### config.mk
export PLATFORM = sky130hd
export DESIGN_NAME = gpio_bank_drive
export DESIGN_NICKNAME = d
export VERILOG_FILES = /design/src/rtl/gpd_pkg.sv /design/src/rtl/gpd_ctrl.sv /design/src/rtl/gpd_datapath.sv /design/src/rtl/gpd_padmux.sv /design/src/rtl/gpio_bank_drive.sv
export SDC_FILE = /design/constraint.sdc
export NUM_CORES = 1
export LEC_CHECK = 0
export ABC_AREA = 1
export CELL_PAD_IN_SITES_DETAIL_PLACEMENT = 1
export CELL_PAD_IN_SITES_GLOBAL_PLACEMENT = 1
export CORE_MARGIN = 2
export CORE_UTILIZATION = 30
export DETAILED_ROUTE_END_ITERATION = 7
export PLACE_DENSITY_LB_ADDON = 0.1
export SYNTH_ARGS = -nofsm -noshare
export SYNTH_HDL_FRONTEND = slang
export SYNTH_SLANG_ARGS = --single-unit
export TNS_END_PERCENT = 1
### constraint.sdc
create_clock -name clk -period 1 [get_ports clk]
set_input_delay 0.1 -clock clk [delete_from_list [all_inputs] [get_ports clk]]
set_output_delay 0.1 -clock clk [all_outputs]
set_load 0.1 [all_outputs]
### src/rtl/gpd_pkg.sv
package gpd_pkg;
  localparam int NUM_BANKS      = 5;
  localparam int BANK_W         = 8;
  localparam int PIN_N          = NUM_BANKS * BANK_W;
  localparam int IDX_W          = $clog2(NUM_BANKS);
  localparam int STRUCT_W       = BANK_W / 2 + NUM_BANKS - 1;
  localparam int ALL_W          = 8;
  localparam int ALL_SEL_BIT    = ALL_W - 1;
  localparam int MODE_W         = 8;
  localparam int MODE_OEPOL_BIT = 0;
  localparam int MODE_OCH_BIT   = 1;

  typedef struct packed {
    logic              stageWe;
    logic [IDX_W-1:0]  stageBank;
    logic [BANK_W-1:0] stageData;
    logic              commitAll;
  } gpdStrobe_t;
endpackage

### src/rtl/gpd_ctrl.sv
module gpd_ctrl
  import gpd_pkg::*;
(
  input  logic              wrValid,
  input  logic [IDX_W-1:0]  wrBank,
  input  logic [BANK_W-1:0] wrData,
  input  logic              ackStrobe,
  input  logic              stopStrobe,
  input  logic              ackCommitMode,
  output gpdStrobe_t        strobes
);
  localparam logic [IDX_W:0] BANK_LIMIT = (IDX_W+1)'(NUM_BANKS);

  logic bankInRange;
  assign bankInRange = ({1'b0, wrBank} < BANK_LIMIT);

  always_comb begin
    strobes.stageWe   = wrValid && bankInRange;
    strobes.stageBank = wrBank;
    strobes.stageData = wrData;
    // A stop flushes whatever is staged; an acknowledge does so only in
    // per-byte commit mode.
    strobes.commitAll = stopStrobe || (ackStrobe && ackCommitMode);
  end
endmodule

### src/rtl/gpd_datapath.sv
module gpd_datapath
  import gpd_pkg::*;
(
  input  logic             clk,
  input  logic             rstN,
  input  gpdStrobe_t       strobes,
  output logic [PIN_N-1:0] outRegFlat
);
  logic [NUM_BANKS-1:0] pending;
  logic [PIN_N-1:0]     stageFlat;

  for (genvar b = 0; b < NUM_BANKS; b++) begin : gBank
    logic hitBank;
    assign hitBank = strobes.stageWe && (strobes.stageBank == IDX_W'(b));

    always_ff @(posedge clk or negedge rstN) begin
      if (!rstN) begin
        stageFlat[b*BANK_W +: BANK_W]  <= '0;
        outRegFlat[b*BANK_W +: BANK_W] <= '0;
        pending[b]                     <= 1'b0;
      end else begin
        if (strobes.commitAll && pending[b])
          outRegFlat[b*BANK_W +: BANK_W] <= stageFlat[b*BANK_W +: BANK_W];
        if (hitBank) begin
          stageFlat[b*BANK_W +: BANK_W] <= strobes.stageData;
          pending[b]                    <= 1'b1;
        end else if (strobes.commitAll) begin
          pending[b] <= 1'b0;
        end
      end
    end

    AST_COMMIT_VALUE: assert property (@(posedge clk) disable iff (!rstN)
      (strobes.commitAll && pending[b]) |=>
        (outRegFlat[b*BANK_W +: BANK_W] == $past(stageFlat[b*BANK_W +: BANK_W])));
  end

  AST_OUTREG_HOLD: assert property (@(posedge clk) disable iff (!rstN)
    (!strobes.commitAll) |=> $stable(outRegFlat));

  AST_PEND_DRAIN: assert property (@(posedge clk) disable iff (!rstN)
    (strobes.commitAll && !strobes.stageWe) |=> (pending == '0));
endmodule

### src/rtl/gpd_padmux.sv
module gpd_padmux
  import gpd_pkg::*;
(
  input  logic                clk,
  input  logic                rstN,
  input  logic [PIN_N-1:0]    outRegFlat,
  input  logic [PIN_N-1:0]    dirCfg,
  input  logic [STRUCT_W-1:0] structCfg,
  input  logic [ALL_W-1:0]    allBankCfg,
  input  logic                oePolarity,
  input  logic                oePin,
  output logic [PIN_N-1:0]    padOut,
  output logic [PIN_N-1:0]    padOe
);
  logic oeEnable;
  logic forceSel;
  logic allBankUnused;

  assign oeEnable      = (oePin == oePolarity);
  assign forceSel      = allBankCfg[ALL_SEL_BIT];
  assign allBankUnused = ^allBankCfg[ALL_SEL_BIT-1:NUM_BANKS];

  for (genvar b = 0; b < NUM_BANKS; b++) begin : gBank
    logic forceOn;
    // Bank bit equal to select bit: the bank is forced to the select level.
    assign forceOn = (allBankCfg[b] == forceSel);

    for (genvar p = 0; p < BANK_W; p++) begin : gPin
      localparam int PIN  = b * BANK_W + p;
      localparam int SIDX = (b == 0) ? (p / 2) : (BANK_W / 2 + b - 1);
      logic level;
      logic totem;
      assign level       = forceOn ? forceSel : outRegFlat[PIN];
      assign totem       = structCfg[SIDX];
      assign padOut[PIN] = totem & level;
      assign padOe[PIN]  = ~dirCfg[PIN] & oeEnable & (totem | ~level);
    end
  end

  AST_INPUT_NOT_DRIVEN: assert property (@(posedge clk) disable iff (!rstN)
    ((padOe & dirCfg) == '0));

  AST_OE_GATE: assert property (@(posedge clk) disable iff (!rstN)
    (oePin != oePolarity) |-> (padOe == '0));

  AST_OD_RELEASE: assert property (@(posedge clk) disable iff (!rstN)
    ((padOe[0] && !structCfg[0]) |-> !padOut[0]));
endmodule

### src/rtl/gpio_bank_drive.sv
module gpio_bank_drive
  import gpd_pkg::*;
(
  input  logic                clk,
  input  logic                rstN,
  input  logic                wrValid,
  input  logic [IDX_W-1:0]    wrBank,
  input  logic [BANK_W-1:0]   wrData,
  input  logic                ackStrobe,
  input  logic                stopStrobe,
  input  logic [PIN_N-1:0]    dirCfg,
  input  logic [STRUCT_W-1:0] structCfg,
  input  logic [ALL_W-1:0]    allBankCfg,
  input  logic [MODE_W-1:0]   modeCfg,
  input  logic                oePin,
  output logic [PIN_N-1:0]    padOut,
  output logic [PIN_N-1:0]    padOe,
  output logic [PIN_N-1:0]    outRegRd
);
  gpdStrobe_t       strobes;
  logic [PIN_N-1:0] outRegFlat;
  logic             modeUnused;

  assign modeUnused = ^modeCfg[MODE_W-1:MODE_OCH_BIT+1];

  gpd_ctrl uCtrl (
    .wrValid       (wrValid),
    .wrBank        (wrBank),
    .wrData        (wrData),
    .ackStrobe     (ackStrobe),
    .stopStrobe    (stopStrobe),
    .ackCommitMode (modeCfg[MODE_OCH_BIT]),
    .strobes       (strobes)
  );

  gpd_datapath uData (
    .clk        (clk),
    .rstN       (rstN),
    .strobes    (strobes),
    .outRegFlat (outRegFlat)
  );

  gpd_padmux uPad (
    .clk        (clk),
    .rstN       (rstN),
    .outRegFlat (outRegFlat),
    .dirCfg     (dirCfg),
    .structCfg  (structCfg),
    .allBankCfg (allBankCfg),
    .oePolarity (modeCfg[MODE_OEPOL_BIT]),
    .oePin      (oePin),
    .padOut     (padOut),
    .padOe      (padOe)
  );

  assign outRegRd = outRegFlat;
endmodule

==> results of run 1 <==
critical path: stages (launching register included):
cell	delay (ns)
dfrtp_4	0.49
inv_2	0.06
nand2_2	0.06
nand3_2	0.10
nand2_2	0.08
clkinvlp_4	0.09
buf_12	0.17
through the flow:
step	hold slack [ns]	setup slack, ns	utilization (%)	cell area, um2	setup TNS (ns)
floorplan	-0.196	-0.397	-	5560	-30.87
global placement	0.156	-0.964	59.1	9390	-100.73
detailed placement	0.174	-1.01	59.1	9390	-107.71
CTS	0.355	-0.467	65.1	10300	-43.10
global route	0.356	-0.540	67.0	10600	-54.45
finish	0.310	-0.498	67.0	10600	-45.05
layer usage:
layer  track usage (%)  wire [um]  vias to the layer above
met1              29.5       9330                     2913
met4              6.34        435                        0
li1                  -          -                     2668
met2              50.1      13300                      154
met5                 0          0                        -
met3              3.28        729                       31
path summary, 6_finish.rpt:
| kind | endpoint | slack [ns] | startpoint | cells after the start |
|---|---|---|---|---|
| min in group asynchronous | uData.outRegFlat[13] | 0.34 | rstN | 3 |
| worst min-delay path | uData.pending[4] | 0.31 | wrValid | 5 |
| max in group asynchronous | uData.outRegFlat[22] | 0.26 | rstN | 3 |
| worst max register to register | uData.outRegFlat[22] | -0.12 | uData.outRegFlat[22] | 5 |
| worst min register to register | uData.stageFlat[26] | 0.49 | uData.stageFlat[26] | 2 |
| worst max-delay path | padOe[18] | -0.50 | uData.outRegFlat[18] | 6 |
synth_stat cells:
cell	instances	area share [%]
nand2_1	261	20
inv_1	109	8.4
dfrtp_1	85	44
nor2_1	82	6.3
nand3_1	75	7.7
o21ai_1	17	1.7
o21ai_0	12	1.2
o21ai_2	11	2.0
nand3_2	10	2.0
buf_2	9	0.92
nand2_4	6	1.4
buf_6	5	1.2
buf_8	5	1.5
nand2_2	5	0.64
clkbuf_1	4	0.31
clkbuf_4	4	0.61
inv_4	1	0.13
nor2_2	1	0.13
nor2_4	1	0.23
cells by family after synthesis:
logic type	count (synthesis)
buf+inv	137
flops	85
compound gates	40
simple gates	441
flip-flops by register name (all words and copies together) (netlist names):
name,count
uData.pending,5
uData.outRegFlat,40
uData.stageFlat,40
repair_timing:
item / 4_1_cts / 5_1_grt
pin swaps: 18 / 20
buffers inserted: 6 / 8
setup endpoints to repair: 183 / 202
gates cloned: 7 / 1
resized for setup: 145 / 75
hold buffers: 1 / 0
endpoints found under the hold margin: 85 / 0
layout make-up:
class	instances	area [um2]	area share (%)
timing repair buffer	281	4210	39.5
multi-input combinational	485	2980	28.0
sequential	85	2280	21.4
inverter	110	568	5.34
tap	216	270	2.54
clock buffer	10	229	2.15
clock inverter	5	100	0.941
antenna	1	2.50	0.0235
power breakdown:
group,internal (uW),switching [uW]
combinational,5620,9760
clock,2420,1370
sequential,4530,712
==> flow_summary.ini, run 1 <==
[run_status]
status = complete, but fails checks
violations = negative setup slack

[power]
cellPowerDensity_nw_per_um2 = 2290
power_uw = 24400
vdd_drop_max_v = 0.00184
power.static_leakage_uw = 0.00474

[setup_path]
path_max_fanout = 2
startpoint_type = flip-flop
worstPathRequired_ns = 0.90
arrival_ns = 1.40
endpoint_kind = output port
worstSetupPathType = flip-flop to output port

[floorplanning]
ios = 201
fp.dieH_um = 132
die_x_um = 132
initial_utilization_pct = 30.7
die_area_um2 = 17300
core_um2 = 15900
rows = 46

[timing]
tightest_slew_ns = 0.467
finalWorstSetupSlack_ns = -0.498
finClkSkew_ns = 0.00569
setup_viol = 177
fmax_mhz = 668
rsz0062_at_grt = yes
hold_viol = 0
slew_headroom_pct = 68.9
finalCritPeriodShare_pct = 150
drv_slew = 0
post-route-min-period_ns = 1.50

[place]
dp_cells = 1154
io_buffer_count = 192
globalplace.congestion = 0.779
dp_hpwl_um = 14600

[layout]
synthToLayoutAreaGrowth_pct = 118
final_cells = 1193
layout-drive-gt1-share_pct = 60.8
fill_cells = 1709
final_common_cell = nand2_1
final_nets = 1053
layout_common_cells = 143 x nand2_1, 135 x buf_12, 118 x nand2_2

[synthesis]
syn_nets = 784
yosys_warnings = 0
synth_area_um2 = 4880
synth_fa_ha_area_share_pct = 0
postSynthAreaPerCell_um2 = 6.95
synth_top_family_by_area = simple AND/OR/NAND/NOR gates
synth_mux_area_share_pct = 0
synthSimpleGateAreaFrac_pct = 38.5
netlist_instances = 703
synth_compound_area_share_pct = 4.94
synth-xor-area-share_pct = 0
netlist-cell-type-count = 19
ys_ff_latch = 85
yosysSeqAreaShare_pct = 43.5

[detailed_routing]
drcViolationCount = 0
firstDrtPassIters = 5
wl_per_cell_um = 20.0
vias_per_cell = 4.83
drtIter0Drc = 206
ant_nets = 0
via_count = 5766
routed_wl_um = 23800

[global_route]
grt_pass1_wl_um = 35200
grtUsageTotal_pct = 25.8
first_global_vias = 6380
antenna_found_initial = 1
grt.overflow.total = 0
grt_max_degree = 86

[flow_run]
drv_cap = 0

[clock_network]
root_buffer = clkbuf_16
cts_tree = yes
cts.htree.levels = 3
numCtsBuffers = 9
clock_latency_ns = 0.34
clk_pin_slew_ns = 0.06
cts_buffer_depth = 2
cts_sinks = 85

[worst_hold_path]
hp-class = input port to flip-flop
Note: power is estimated with default switching activity, not from simulation.
==> run 2, diff against run 1 <==
--- a/config.mk
+++ b/config.mk
@@ -10,8 +10,10 @@
 export CELL_PAD_IN_SITES_GLOBAL_PLACEMENT = 1
 export CORE_MARGIN = 2
 export CORE_UTILIZATION = 30
+export CTS_CLUSTER_DIAMETER = 30
 export DETAILED_ROUTE_END_ITERATION = 7
 export PLACE_DENSITY_LB_ADDON = 0.1
+export SKIP_CTS_REPAIR_TIMING = 1
 export SYNTH_ARGS = -nofsm -noshare
 export SYNTH_HDL_FRONTEND = slang
 export SYNTH_SLANG_ARGS = --single-unit
==> run 2 against run 1 <==
Fmax fell by 2.5%. Sequential power barely moved. Largest cell class unchanged. Via count fell by 2.2%. Critical path depth did not move. Utilization fell by 0.98 points. Sequential share of layout area rose by 0.33 points. First-iteration DRC count fell by 13%. The run still ends with negative setup slack left. Wire length fell by 5.2%.
==> flow_summary.ini, run 2 (synthesized netlist as in run 1, its figures left out) <==
[global_route]
grt_max_degree = 86
grt.overflow.total = 0
grtUsageTotal_pct = 22.4
grt_pass1_wl_um = 31300
first_global_vias = 5920
antenna_found_initial = 0

[place]
globalplace.congestion = 0.779
io_buffer_count = 192
dp_hpwl_um = 14600
place_area_um2 = 9390
dp_cells = 1154

[power]
vdd_drop_max_v = 0.00181
clockPowerShare_pct = 15.8
power.internal_uw = 12300
p_seq_share_pct = 21.8
power.switching_uw = 11700
switching_share_pct = 48.6
cellPowerDensity_nw_per_um2 = 2290
pwr-share-comb_pct = 62.4
power.static_leakage_uw = 0.00469
power_uw = 24000

[setup_path]
worstSetupPathType = flip-flop to output port
arrival_ns = 1.44
rrSetupSlack_ns = 0.01
r2r-start = uData.pending[2]
worstPathRequired_ns = 0.90
endpoint_kind = output port
reg2reg_depth = 3
startpoint_type = flip-flop
r2r_end = uData.outRegFlat[23]
path_max_fanout = 2

[timing]
setup_viol = 146
drv_slew = 0
fmax_mhz = 651
finClkSkew_ns = 0.00560
finalCritPeriodShare_pct = 154
post-route-min-period_ns = 1.54
slew_headroom_pct = 68.3
hold_viol = 0
tightest_slew_ns = 0.476
rsz0062_at_grt = yes
finalWorstSetupSlack_ns = -0.536

[detailed_routing]
vias_per_cell = 4.78
drcViolationCount = 0
routed_wl_um = 22600
ant_nets = 0
drtIter0Drc = 180
via_count = 5640
firstDrtPassIters = 4
wl_per_cell_um = 19.1

[clock_network]
clk_pin_slew_ns = 0.06
cts_sinks = 85
cts_tree = yes
clock_latency_ns = 0.34
root_buffer = clkbuf_16
cts.htree.levels = 3
numCtsBuffers = 9
cts_buffer_depth = 2

[layout]
final_cells = 1179
fill_cells = 1719
layout-drive-gt1-share_pct = 59.7
top_regs = uData.outRegFlat x40, uData.stageFlat x40, uData.pending x5
postLayoutCellArea_um2 = 10500
multiInputGateArea_um2 = 2990
layout_common_cells = 144 x nand2_1, 133 x buf_12, 116 x nand2_2
final_nets = 1040
antennaDiodeCount = 0
final_common_cell = nand2_1
synthToLayoutAreaGrowth_pct = 115
seq_area_um2 = 2280

[floorplanning]
core_um2 = 15900
fp.dieH_um = 132
die_x_um = 132
ios = 201
initial_utilization_pct = 30.7
die_area_um2 = 17300
rows = 46

[flow_run]
drv_cap = 0

[worst_hold_path]
hp-class = input port to async pin

[run_status]
status = complete, but fails checks
violations = negative setup slack
-- run 2: per-stage QoR --
stage	utilization [%]	setup slack, ns	setup TNS, ns	hold slack, ns
floorplan	-	-0.397	-30.87	-0.196
global placement	59.1	-0.964	-100.73	0.156
detailed placement	59.1	-1.01	-107.71	0.174
CTS	61.2	-1.04	-92.13	-0.189
global route	66.0	-0.573	-50.65	0.354
finish	66.0	-0.536	-42.23	0.307
-- run 2: worst max path at each step --
stage | cells past startpoint | endpoint | startpoint | slack [ns]
6_report | 6 | padOe[0] | uData.outRegFlat[0] | -0.54
5_1_grt | 6 | padOe[0] | uData.outRegFlat[0] | -0.57
4_1_cts | 8 | padOe[9] | allBankCfg[7] | -1.04
3_5_place_dp | 7 | padOe[20] | allBankCfg[7] | -1.01
3_3_place_gp | 7 | padOe[20] | allBankCfg[7] | -0.96
2_1_floorplan | 5 | padOe[0] | uData.outRegFlat[0] | -0.40
-- run 2: cell type report --
class	count	area share [%]
Timing Repair Buffer	267	38.5
Tap cell	216	2.58
Multi-Input combinational cell	486	28.6
Clock buffer	10	2.18
Inverter	110	5.42
Clock inverter	5	0.955
Sequential cell	85	21.8
-- run 2: power by group through the flow --
stage / sequential [uW] / combinational, uW / clock [uW]
6_report: 5230 / 15000 / 3800
5_1_grt: 5320 / 15500 / 3990
4_1_cts: 5110 / 14100 / 3810
3_5_place_dp: 5140 / 14100 / 0
3_3_place_gp: 5100 / 13800 / 0
2_1_floorplan: 8620 / 4830 / 0
-- run 2: layer usage --
metal	GRT usage (%)	vias up	routed length (um)
met2	43.1	143	12600
li1	-	2640	-
met1	26.3	2825	8880
met5	0	-	0
met4	5.31	0	456
met3	2.70	32	677
-- run 2: worst max-delay path: stages (launching register included) --
cell	delay, ns
dfrtp_4	0.49
inv_2	0.07
nand2_1	0.09
nand3_1	0.11
nand2_2	0.08
clkinvlp_4	0.08
buf_12	0.16
==> run 3, diff against run 2 <==
--- a/config.mk
+++ b/config.mk
@@ -6,6 +6,7 @@
 export NUM_CORES = 1
 export LEC_CHECK = 0
 export ABC_AREA = 1
+export CAP_MARGIN = 40
 export CELL_PAD_IN_SITES_DETAIL_PLACEMENT = 1
 export CELL_PAD_IN_SITES_GLOBAL_PLACEMENT = 1
 export CORE_MARGIN = 2
==> results of run 3 <==
The final DEF is identical to that of run 2; final timing and power are the same.
